## src/rtl/rename_map_pkg.sv

```systemverilog
package rename_map_pkg;
  typedef enum logic [1:0] {
    CLS_INT  = 2'd0,
    CLS_FP   = 2'd1,
    CLS_MISC = 2'd2
  } reg_class_e;

  function automatic int unsigned width_of(input int unsigned n);
    return (n < 2) ? 1 : $clog2(n);
  endfunction
endpackage

```

## src/rtl/rename_map_decode.sv

```systemverilog
module rename_map_decode
  import rename_map_pkg::*;
#(
  parameter int unsigned NUM_INT_LOG  = 8,
  parameter int unsigned NUM_FP_LOG   = 8,
  parameter int unsigned NUM_PHYS     = 32,
  parameter int unsigned INT_ZERO_IDX = 0,
  parameter int unsigned FP_ZERO_IDX  = 8,
  parameter int unsigned ARCH_W       = 5,
  parameter int unsigned IDX_W        = 3,
  parameter int unsigned TAG_W        = 6
) (
  input  logic [ARCH_W-1:0] arch,
  output reg_class_e        cls,
  output logic [IDX_W-1:0]  local_idx,
  output logic [TAG_W-1:0]  misc_tag,
  output logic              is_zero
);
  localparam int unsigned NUM_LOG = NUM_INT_LOG + NUM_FP_LOG;
  localparam logic [ARCH_W-1:0] INT_END = ARCH_W'(NUM_INT_LOG);
  localparam logic [ARCH_W-1:0] LOG_END = ARCH_W'(NUM_LOG);

  logic [ARCH_W-1:0] fp_off;
  logic [ARCH_W-1:0] misc_off;

  assign fp_off   = arch - INT_END;
  assign misc_off = arch - LOG_END;

  always_comb begin
    if (arch < INT_END) begin
      cls       = CLS_INT;
      local_idx = IDX_W'(arch);
      is_zero   = (arch == ARCH_W'(INT_ZERO_IDX));
    end else if (arch < LOG_END) begin
      cls       = CLS_FP;
      local_idx = IDX_W'(fp_off);
      is_zero   = (arch == ARCH_W'(FP_ZERO_IDX));
    end else begin
      cls       = CLS_MISC;
      local_idx = '0;
      is_zero   = 1'b0;
    end
  end

  assign misc_tag = TAG_W'(misc_off) + TAG_W'(NUM_PHYS);
endmodule

```

## src/rtl/rename_map_bank.sv

```systemverilog
module rename_map_bank #(
  parameter int unsigned ENTRIES  = 8,
  parameter int unsigned RST_BASE = 0,
  parameter int unsigned IDX_W    = 3,
  parameter int unsigned TAG_W    = 6
) (
  input  logic             clk,
  input  logic             rst_n,
  input  logic             bind_en,
  input  logic [TAG_W-1:0] bind_base,
  input  logic             set_en,
  input  logic [IDX_W-1:0] set_idx,
  input  logic [TAG_W-1:0] set_tag,
  input  logic             ren_en,
  input  logic [IDX_W-1:0] ren_idx,
  input  logic [TAG_W-1:0] ren_tag,
  input  logic [IDX_W-1:0] rd0_idx,
  output logic [TAG_W-1:0] rd0_tag,
  input  logic [IDX_W-1:0] rd1_idx,
  output logic [TAG_W-1:0] rd1_tag
);
  logic [TAG_W-1:0] map_q [ENTRIES];

  for (genvar e = 0; e < ENTRIES; e++) begin : g_entry
    logic [TAG_W-1:0] ent_q;
    logic [TAG_W-1:0] ent_d;
    logic             ent_en;
    logic             set_hit;
    logic             ren_hit;

    assign set_hit = set_en && (set_idx == IDX_W'(e));
    assign ren_hit = ren_en && (ren_idx == IDX_W'(e));
    assign ent_en  = bind_en || set_hit || ren_hit;

    // Priority: binding, then recovery write, then rename.
    always_comb begin
      if (bind_en)      ent_d = bind_base + TAG_W'(e);
      else if (set_hit) ent_d = set_tag;
      else              ent_d = ren_tag;
    end

    always_ff @(posedge clk or negedge rst_n) begin
      if (!rst_n)      ent_q <= TAG_W'(RST_BASE + e);
      else if (ent_en) ent_q <= ent_d;
    end

    assign map_q[e] = ent_q;
  end

  assign rd0_tag = (int'(rd0_idx) < ENTRIES) ? map_q[rd0_idx] : '0;
  assign rd1_tag = (int'(rd1_idx) < ENTRIES) ? map_q[rd1_idx] : '0;
endmodule

```

## src/rtl/rename_map_alloc.sv

```systemverilog
module rename_map_alloc
  import rename_map_pkg::*;
#(
  parameter int unsigned CNT_W = 6
) (
  input  logic             ren_valid,
  input  reg_class_e       ren_cls,
  input  logic             ren_zero,
  input  logic             bind_en,
  input  logic             int_fl_empty,
  input  logic             fp_fl_empty,
  input  logic [CNT_W-1:0] int_fl_count,
  input  logic [CNT_W-1:0] fp_fl_count,
  output logic             int_take,
  output logic             fp_take,
  output logic             stall,
  output logic [CNT_W-1:0] free_slots
);
  logic needs_int;
  logic needs_fp;
  logic starved;

  assign needs_int = ren_valid && !ren_zero && (ren_cls == CLS_INT);
  assign needs_fp  = ren_valid && !ren_zero && (ren_cls == CLS_FP);
  assign starved   = (needs_int && int_fl_empty) || (needs_fp && fp_fl_empty);

  assign stall    = ren_valid && (bind_en || starved);
  assign int_take = needs_int && !stall;
  assign fp_take  = needs_fp && !stall;

  assign free_slots = (int_fl_count < fp_fl_count) ? int_fl_count : fp_fl_count;
endmodule

```

## src/rtl/rename_map_table.sv

```systemverilog
module rename_map_table
  import rename_map_pkg::*;
#(
  parameter int unsigned NUM_INT_LOG  = 8,
  parameter int unsigned NUM_FP_LOG   = 8,
  parameter int unsigned NUM_INT_PHYS = 16,
  parameter int unsigned NUM_FP_PHYS  = 16,
  parameter int unsigned NUM_MISC     = 4,
  parameter int unsigned INT_ZERO_IDX = 0,
  parameter int unsigned FP_ZERO_IDX  = NUM_INT_LOG,
  parameter int unsigned ARCH_W       = width_of(NUM_INT_LOG + NUM_FP_LOG + NUM_MISC),
  parameter int unsigned TAG_W        = width_of(NUM_INT_PHYS + NUM_FP_PHYS + NUM_MISC),
  parameter int unsigned CNT_W        = 6
) (
  input  logic              clk,
  input  logic              rst_n,
  input  logic              bind_en,
  input  logic [TAG_W-1:0]  bind_int_base,
  input  logic [TAG_W-1:0]  bind_fp_base,
  input  logic              ren_valid,
  input  logic [ARCH_W-1:0] ren_arch,
  output logic [TAG_W-1:0]  ren_new_tag,
  output logic [TAG_W-1:0]  ren_prev_tag,
  output logic              ren_stall,
  input  logic [ARCH_W-1:0] lk_arch,
  output logic [TAG_W-1:0]  lk_tag,
  input  logic              set_valid,
  input  logic [ARCH_W-1:0] set_arch,
  input  logic [TAG_W-1:0]  set_tag,
  input  logic              int_fl_empty,
  input  logic [TAG_W-1:0]  int_fl_tag,
  input  logic [CNT_W-1:0]  int_fl_count,
  output logic              int_fl_pop,
  input  logic              fp_fl_empty,
  input  logic [TAG_W-1:0]  fp_fl_tag,
  input  logic [CNT_W-1:0]  fp_fl_count,
  output logic              fp_fl_pop,
  output logic [CNT_W-1:0]  free_slots
);
  localparam int unsigned NUM_PHYS = NUM_INT_PHYS + NUM_FP_PHYS;
  localparam int unsigned MAX_LOG  = (NUM_INT_LOG > NUM_FP_LOG) ? NUM_INT_LOG : NUM_FP_LOG;
  localparam int unsigned IDX_W    = width_of(MAX_LOG);
  localparam int unsigned NPORT    = 3;  // 0: rename, 1: lookup, 2: direct-set

  reg_class_e        p_cls  [NPORT];
  logic [IDX_W-1:0]  p_idx  [NPORT];
  logic [TAG_W-1:0]  p_misc [NPORT];
  logic              p_zero [NPORT];
  logic [ARCH_W-1:0] p_arch [NPORT];

  assign p_arch[0] = ren_arch;
  assign p_arch[1] = lk_arch;
  assign p_arch[2] = set_arch;

  for (genvar p = 0; p < NPORT; p++) begin : g_dec
    rename_map_decode #(
      .NUM_INT_LOG (NUM_INT_LOG),
      .NUM_FP_LOG  (NUM_FP_LOG),
      .NUM_PHYS    (NUM_PHYS),
      .INT_ZERO_IDX(INT_ZERO_IDX),
      .FP_ZERO_IDX (FP_ZERO_IDX),
      .ARCH_W      (ARCH_W),
      .IDX_W       (IDX_W),
      .TAG_W       (TAG_W)
    ) u_dec (
      .arch     (p_arch[p]),
      .cls      (p_cls[p]),
      .local_idx(p_idx[p]),
      .misc_tag (p_misc[p]),
      .is_zero  (p_zero[p])
    );
  end

  logic int_take;
  logic fp_take;

  rename_map_alloc #(.CNT_W(CNT_W)) u_alloc (
    .ren_valid   (ren_valid),
    .ren_cls     (p_cls[0]),
    .ren_zero    (p_zero[0]),
    .bind_en     (bind_en),
    .int_fl_empty(int_fl_empty),
    .fp_fl_empty (fp_fl_empty),
    .int_fl_count(int_fl_count),
    .fp_fl_count (fp_fl_count),
    .int_take    (int_take),
    .fp_take     (fp_take),
    .stall       (ren_stall),
    .free_slots  (free_slots)
  );

  assign int_fl_pop = int_take;
  assign fp_fl_pop  = fp_take;

  logic int_set_en;
  logic fp_set_en;
  logic [TAG_W-1:0] int_rd_ren;
  logic [TAG_W-1:0] int_rd_lk;
  logic [TAG_W-1:0] fp_rd_ren;
  logic [TAG_W-1:0] fp_rd_lk;

  assign int_set_en = set_valid && (p_cls[2] == CLS_INT);
  assign fp_set_en  = set_valid && (p_cls[2] == CLS_FP);

  rename_map_bank #(
    .ENTRIES (NUM_INT_LOG),
    .RST_BASE(0),
    .IDX_W   (IDX_W),
    .TAG_W   (TAG_W)
  ) u_int_bank (
    .clk      (clk),
    .rst_n    (rst_n),
    .bind_en  (bind_en),
    .bind_base(bind_int_base),
    .set_en   (int_set_en),
    .set_idx  (p_idx[2]),
    .set_tag  (set_tag),
    .ren_en   (int_take),
    .ren_idx  (p_idx[0]),
    .ren_tag  (int_fl_tag),
    .rd0_idx  (p_idx[0]),
    .rd0_tag  (int_rd_ren),
    .rd1_idx  (p_idx[1]),
    .rd1_tag  (int_rd_lk)
  );

  rename_map_bank #(
    .ENTRIES (NUM_FP_LOG),
    .RST_BASE(NUM_INT_PHYS),
    .IDX_W   (IDX_W),
    .TAG_W   (TAG_W)
  ) u_fp_bank (
    .clk      (clk),
    .rst_n    (rst_n),
    .bind_en  (bind_en),
    .bind_base(bind_fp_base),
    .set_en   (fp_set_en),
    .set_idx  (p_idx[2]),
    .set_tag  (set_tag),
    .ren_en   (fp_take),
    .ren_idx  (p_idx[0]),
    .ren_tag  (fp_fl_tag),
    .rd0_idx  (p_idx[0]),
    .rd0_tag  (fp_rd_ren),
    .rd1_idx  (p_idx[1]),
    .rd1_tag  (fp_rd_lk)
  );

  always_comb begin
    unique case (p_cls[0])
      CLS_INT: begin
        ren_prev_tag = int_rd_ren;
        ren_new_tag  = p_zero[0] ? TAG_W'(INT_ZERO_IDX) : int_fl_tag;
      end
      CLS_FP: begin
        ren_prev_tag = fp_rd_ren;
        ren_new_tag  = p_zero[0] ? TAG_W'(FP_ZERO_IDX) : fp_fl_tag;
      end
      default: begin
        ren_prev_tag = p_misc[0];
        ren_new_tag  = p_misc[0];
      end
    endcase
  end

  always_comb begin
    unique case (p_cls[1])
      CLS_INT: lk_tag = int_rd_lk;
      CLS_FP:  lk_tag = fp_rd_lk;
      default: lk_tag = p_misc[1];
    endcase
  end
endmodule

```

## config.mk

```make
export PLATFORM = sky130hd
export DESIGN_NAME = rename_map_table
export DESIGN_NICKNAME = d
export VERILOG_FILES = /design/src/rtl/rename_map_pkg.sv /design/src/rtl/rename_map_decode.sv /design/src/rtl/rename_map_bank.sv /design/src/rtl/rename_map_alloc.sv /design/src/rtl/rename_map_table.sv
export SDC_FILE = /design/constraint.sdc
export NUM_CORES = 1
export LEC_CHECK = 0
export CORE_MARGIN = 10
export CORE_UTILIZATION = 41
export DETAILED_ROUTE_END_ITERATION = 10
export GPL_TIMING_DRIVEN = 0
export PLACE_DENSITY = 0.68
export RECOVER_POWER = 25
export SYNTH_ARGS = -nofsm -noshare
export SYNTH_HDL_FRONTEND = slang
export SYNTH_SLANG_ARGS = --single-unit
```

## constraint.sdc

```tcl
create_clock -name clk -period 2.8 [get_ports clk]
set_input_delay 0.42 -clock clk [delete_from_list [all_inputs] [get_ports clk]]
set_output_delay 0.42 -clock clk [all_outputs]
set_load 0.01 [all_outputs]
```

== After elaboration in Yosys (flattened, before gate mapping) ==
Index checks and enable logic that the tools add are counted.

* Register bits after elaboration: 96
* Bits of input ports: 64
* Output and inout port bits: 27

* $add $sub $neg: 21
* $lt $le $gt $ge: 9
* Equality and inequality tests: 18
* Mux-type cells: 64
* Bitwise operators: 2
* Reduce and logical (&&, ||, !) cells: 84

{| class="wikitable"
|+ Operators with widths
! operator !! count
|-
| $mux 6 || 43
|-
| $bmux 6 s3 || 4
|-
| $add 6x3->6 const B || 8
|-
| $logic_and 1x1->1 || 42
|-
| $pmux 6 s2 || 3
|-
| $logic_or 1x1->1 || 34
|-
| $add 6x2->6 const B || 4
|-
| $eq 3x3->1 const B || 8
|-
| $mux 3 || 6
|-
| $lt 5x4->1 const B || 3
|-
| $lt 5x5->1 const B || 3
|-
| $add 5x6->6 const B || 2
|-
| $add 6x1->6 const B || 2
|-
| $eq 3x2->1 const B || 4
|-
| $mux 2 || 6
|-
| $sub 5x5->5 const B || 2
|-
| $sub 3x1->3 const B || 3
|-
| $ge 4x4->1 const B || 2
|-
| $not 3->4 || 2
|-
| $eq 2x1->1 const B || 3
|-
| $eq 3x1->1 const B || 2
|-
| $logic_not 2->1 || 3
|-
| $logic_not 3->1 || 2
|-
| $lt 6x6->1 || 1
|-
| 4 further kinds || 6
|}

== Depth between registers and ports, before layout ==
* Word-level depth: 14
* Gate-level depth with buffers: 8
* Mapped depth without buffers: 7

== By module ==
Synthesis repeated with hierarchy kept, for this count alone.

* Cell total of the unflattened synthesis: 974
* Area total of the unflattened synthesis: 9,083.7 µm²

{| class="wikitable"
|+ By module, submodules not included
! module !! times used !! cells an instance !! area an instance (µm²)
|-
| rename_map_bank (u_int_bank) || 1 || 428 || 4,135.2
|-
| rename_map_bank (u_fp_bank) || 1 || 421 || 4,042.6
|-
| rename_map_table || 1 || 57 || 372.9
|-
| rename_map_decode || 3 || 13 || 96.3
|-
| rename_map_alloc || 1 || 29 || 244.0
|}

== Worst setup path before layout ==
OpenSTA, ideal clock, no wires.

* Path kind: input -> output
* From: input port lk_arch[1]
* To: output port lk_tag[5]
* Arrival: 1.834 ns
* Required time: 2.380 ns
* Slack: 0.546 ns
* Stages: 4
* Cells stage by stage: clkbuf_1 mux4_2 mux4_2 or2_1

* Cells in the longest elaborated chain, start to end: 8
* Elaborated cells between the ends (all ways): 19
* Those cells by class: add/sub (3); order compare (2); eq/ne (1); mux (11); bitwise (1); reduce/logical (1)

{| class="wikitable"
|+ Ends and longest elaborated chain
! what !! RTL line !! text
|-
| start, declared || rename_map_table.sv:25 || <nowiki>input logic [ARCH_W-1:0] lk_arch,</nowiki>
|-
| $lt 5x5->1 or $sub 3x1->3 (tied branches) || rename_map_decode.sv:34, rename_map_decode.sv:26 ||
|-
| $mux 3 || rename_map_decode.sv:34 || <nowiki>end else if (arch < LOG_END) begin</nowiki>
|-
| $mux 3 || rename_map_decode.sv:30 || <nowiki>if (arch < INT_END) begin</nowiki>
|-
| $not 3->4 (implied by the code) || rename_map_bank.sv:51 || <nowiki>assign rd1_tag = (int'(rd1_idx) < ENTRIES) ? map_q[rd1_idx] : '0;</nowiki>
|-
| $bmux 6 s3 || rename_map_bank.sv:51 ||
|-
| $mux 6 (implied by the code) (2 in series) || rename_map_bank.sv:51 ||
|-
| $pmux 6 s2 (*) || rename_map_table.sv:167 || <nowiki>unique case (p_cls[1])</nowiki>
|-
| end, declared || rename_map_table.sv:26 || <nowiki>output logic [TAG_W-1:0] lk_tag,</nowiki>
|}

Every way passes the cells marked *; elsewhere a longest branch is shown, timed or not. The select of a mux whose other input is x is not followed.

== Worst setup path after layout ==
* From: input port int_fl_empty
* To: output port int_fl_pop

* Cells in the longest elaborated chain, start to end: 6

{| class="wikitable"
|+ Ends and longest elaborated chain
! what !! RTL line !! text
|-
| start, declared || rename_map_table.sv:30 || <nowiki>input logic int_fl_empty,</nowiki>
|-
| $logic_and 1x1->1 || rename_map_alloc.sv:25 || <nowiki>assign starved = (needs_int && int_fl_empty) || (needs_fp && fp_fl_empty);</nowiki>
|-
| $logic_or 1x1->1 || rename_map_alloc.sv:25 ||
|-
| $logic_or 1x1->1 || rename_map_alloc.sv:27 || <nowiki>assign stall = ren_valid && (bind_en || starved);</nowiki>
|-
| $logic_and 1x1->1 || rename_map_alloc.sv:27 ||
|-
| $logic_not 1->1 || rename_map_alloc.sv:28 || <nowiki>assign int_take = needs_int && !stall;</nowiki>
|-
| $logic_and 1x1->1 || rename_map_alloc.sv:28 ||
|-
| end, declared || rename_map_table.sv:33 || <nowiki>output logic int_fl_pop,</nowiki>
|}

Every way passes these cells.

==> impl_results.md <==
- Peak VDD IR: 0.356 mV
- Status: complete, but fails checks
- Adder-Cell Fraction of Synth Area: 3.38%
- H-tree depth: 3
- Fin nets: 1209
- P per Cell Area: 437 nW/um^2
- R2R Path End: u_int_bank.g_entry[2].ent_q[1]
- Clock Path Buffers: 2
- Hold depth: 3
- CP bufs+invs: 2
- Flops & latches, synth: 96
- CTS Hold Bufs: 0
- Mux cell area share after synthesis: 15.9%
- Dpl hpwl: 28000 um
- Tcrit/Tclk final: 100%
- Number of flops mapped to enable cells by yosys: 0
- Antenna Cells: 0
- Min-delay src: set_arch[2]
- Via density: 6.32
- Main combinational cell family by area after synthesis: compound AO/OA/AOI/OAI gates
- XOR/XNOR Fraction of Synth Area: 4.42%
- Vias in the first global route: 8531
- Final Hold Viols: 0
- Synth Warn #: 0
- CTS Sinks: 96
- Antenna violations before repair: 0
- CP required: 2.38 ns
- Tightest slew margin relative to the limit: -67.1%
- Root Driver: clkbuf_16
- Mapped cell area: 8520 sq um
- Core Area: 20400 sq um
- Reg2Reg Depth: 3
- Antenna viol nets, final: 0
- Die area: 26900 sq um
- Pin count of the biggest net entering global routing: 54
- Worst Setup SP: int_fl_empty
- Die W: 164 um
- CP Capture Type: primary output
- Leakage: 4.35 nW
- Crit-path max cell delay: 0.60 ns
- FF-to-FF setup slack: 1.67 ns
- TritonCTS clock tree: yes
- Reg clk slew, reported paths: 0.07 ns
- Buffers on Ports: 78
- Path type of the worst setup path: in -> out
- Area growth syn-to-layout: 20.1%
- Fin worst setup slack: -0.00181 ns
- Crit path DAT: 2.38 ns
- Synth area leader: dfrtp_1
- Total global routing overflow: 0
- Final setup viols: 1
- Worst hold endpoint: u_int_bank.g_entry[4].ent_q[3]
- Post-Synth Simple-Gate Area: 19.3%
- Main synth FF type: dfrtp_1
- DRC: 0
- Clock Latency Late Sink: 0.36 ns
- Final slew viol count: 44
- Delay-heaviest family, CP: buffers and inverters
- CP most frequent cell: clkdlybuf4s50_1
- Starting Density: 41.8%
- GPL Wtd Cong: 1.02
- Compound-Gate Fraction of Synth Area: 22.3%
- Worst path slowest cell: clkdlybuf4s50_1
- Cell row count: 52
- WL/cell: 25.6 um
- Pre-antenna DRT Iters: 5
- Max cap viols: 1
- Post-synth net total: 1111
- FFs w/ async S/R, synth: 100%
- Avg Synthesized Cell Area: 8.32 sq um
- Hold Slack: 0.489 ns
- Reg2reg start: u_int_bank.g_entry[2].ent_q[1]
- Wire length of the first global-routing pass: 53800 um
- Fin Clk Skew: 0 ns
- Placed cells: 1373
- WL final: 35800 um
- Die Ht: 164 um
- Top cell type's share of synthesized area: 18.8%
- CP Cell Sequence: clkdlybuf4s50_1 -> or4b_1 -> nor3_2 -> clkdlybuf4s50_1
- Startpoint types: input pin
- Layout cells sized above 1: 18.4%
- Slew @ Worst Pin: 2.51 ns
- Violated checks: max-capacitance violations, max-slew violations, negative setup slack
- Fin crit period: 2.80 ns
- Vias: 8827
- Io pins: 91
- Hold Path Class: in -> reg
- Cell variety after synth: 81
- Post-Synthesis Cells: 1024
- Max Clk Rate: 357 MHz
- Finished Layout Cells: 1397
- CTS buffer count: 9
- Total GRT Usage: 26.3%
- Critical path peak fanout: 4
- Seq/Total Area, Yosys: 28.7%
- Cells taking the most area after synthesis: dfrtp_1 (19%), dfstp_2 (9.9%), mux2i_1 (8.2%), nand2_1 (5.7%), nor2_1 (5.0%)
- DRT iter0 DRCs: 1232
-- state kept, by name, summed over array words and instances, names as in the netlist --
signal and flops:
u_int_bank.g_entry.ent_q 48, u_fp_bank.g_entry.ent_q 48
-- cell usage after synthesis (all sizes together), types with 14 or more instances --
cell type and n:
nand2 130, nor2 114, o21ai 73, a21oi 70, mux2i 70, dfrtp 64, buf 50, clkbuf 39
dfstp 32, mux2 27, xnor2 26, a221oi 24, ha 23, inv 21, nor3 20, xor2 17
mux4 15, nand2b 14
-- area by class of cell --
cell class,instances,area [sq um]
multi-input cells,818,5710
fillers,1954,10100
well taps,270,338
clock buffers,10,229
flip-flops and latches,96,2440
clock inverters,6,50.0
plain buffers,86,519
inverters,21,78.8
repair buffers,90,856
-- tightest hold or removal path, delay by kind of cell --
kind / cells / cell delay, ns
AO/OA/AOI/OAI: 2 / 0.27
buffers and inverters: 1 / 0.11
-- how the worst max path moves through the flow --
stage,slack [ns],end,cells after the start
after floorplan,0.55,lk_tag[5],4
after global placement,-2.36,u_fp_bank.g_entry[6].ent_q[0],1
after detailed placement,-0.88,ren_prev_tag[0],8
after CTS,-0.03,ren_new_tag[4],7
after global routing,-0.002,free_slots[1],10
final,-0.002,int_fl_pop,4
-- layer usage --
metal | vias up | routed length, um | global-route usage, % | share of wire [%]
met4 | 0 | 1310 | 10.7 | 3.6
met5 | - | 0 | 0 | 0
met1 | 4219 | 14400 | 35.6 | 40
met3 | 95 | 4540 | 6.96 | 13
li1 | 3914 | - | - | -
met2 | 599 | 15500 | 38.9 | 43
-- metrics by stage --
step | utilization [%] | power [mW] | cell area (sq um) | worst slack, ns | TNS, ns
2_1_floorplan | - | 2.53 | 8520 | 0.546 | 0
3_3_place_gp | 47.3 | 3.13 | 9630 | -2.36 | -204.12
3_5_place_dp | 47.4 | 3.16 | 9660 | -0.877 | -17.55
4_1_cts | 49.8 | 4.39 | 10100 | -0.0310 | -0.0709
5_1_grt | 50.2 | 4.63 | 10200 | -0.00197 | -0.00328
6_report | 50.2 | 4.47 | 10200 | -0.00181 | -0.00181
-- placed cells by master (no fill, tap or decap), drive strengths merged, types with 8 or more instances in the layout --
cell and n:
clkdlybuf4s50 47, o21ai 73, mux4 15, nand2b 14
nand2 130, a211oi 13, mux2i 70, xnor2 26
clkbuf 50, dlygate4sd2 11, buf 68, o31ai 8
o211ai 12, a21oi 70, inv 24, ha 23
dfrtp 64, o22ai 8, nor2b 13, nor2 114
xor2 17, a221oi 24, o311ai 11, mux2 27
dfstp 32, a211o 8, dlymetal6s2s 9, nand3 13
nor3 20
-- cells by family (layout without fill, tap and decap cells) --
kind of cell	count (synthesis)	after routing
and+or+nand+nor	352	352
AOI/OAI and AO/OA	288	288
muxes	112	112
buffers and inverters	110	213
DFF	96	96
xor gates and xnor gates	43	43
adders and majority gates	23	23
-- where the power goes --
group          internal, mW  switching, mW
registers              1.60          0.233
logic                 0.612          0.794
clock network         0.616          0.617
total                  2.82           1.64
-- timing repair --
action | in CTS | in global routing
gates resized for setup | 107 | 30
endpoints found under the setup margin | 27 | 18
pin swaps | 6 | 5
buffers inserted | 7 | 4
endpoints found under the hold margin | 0 | 0
Power figures use the tool's default switching activity.
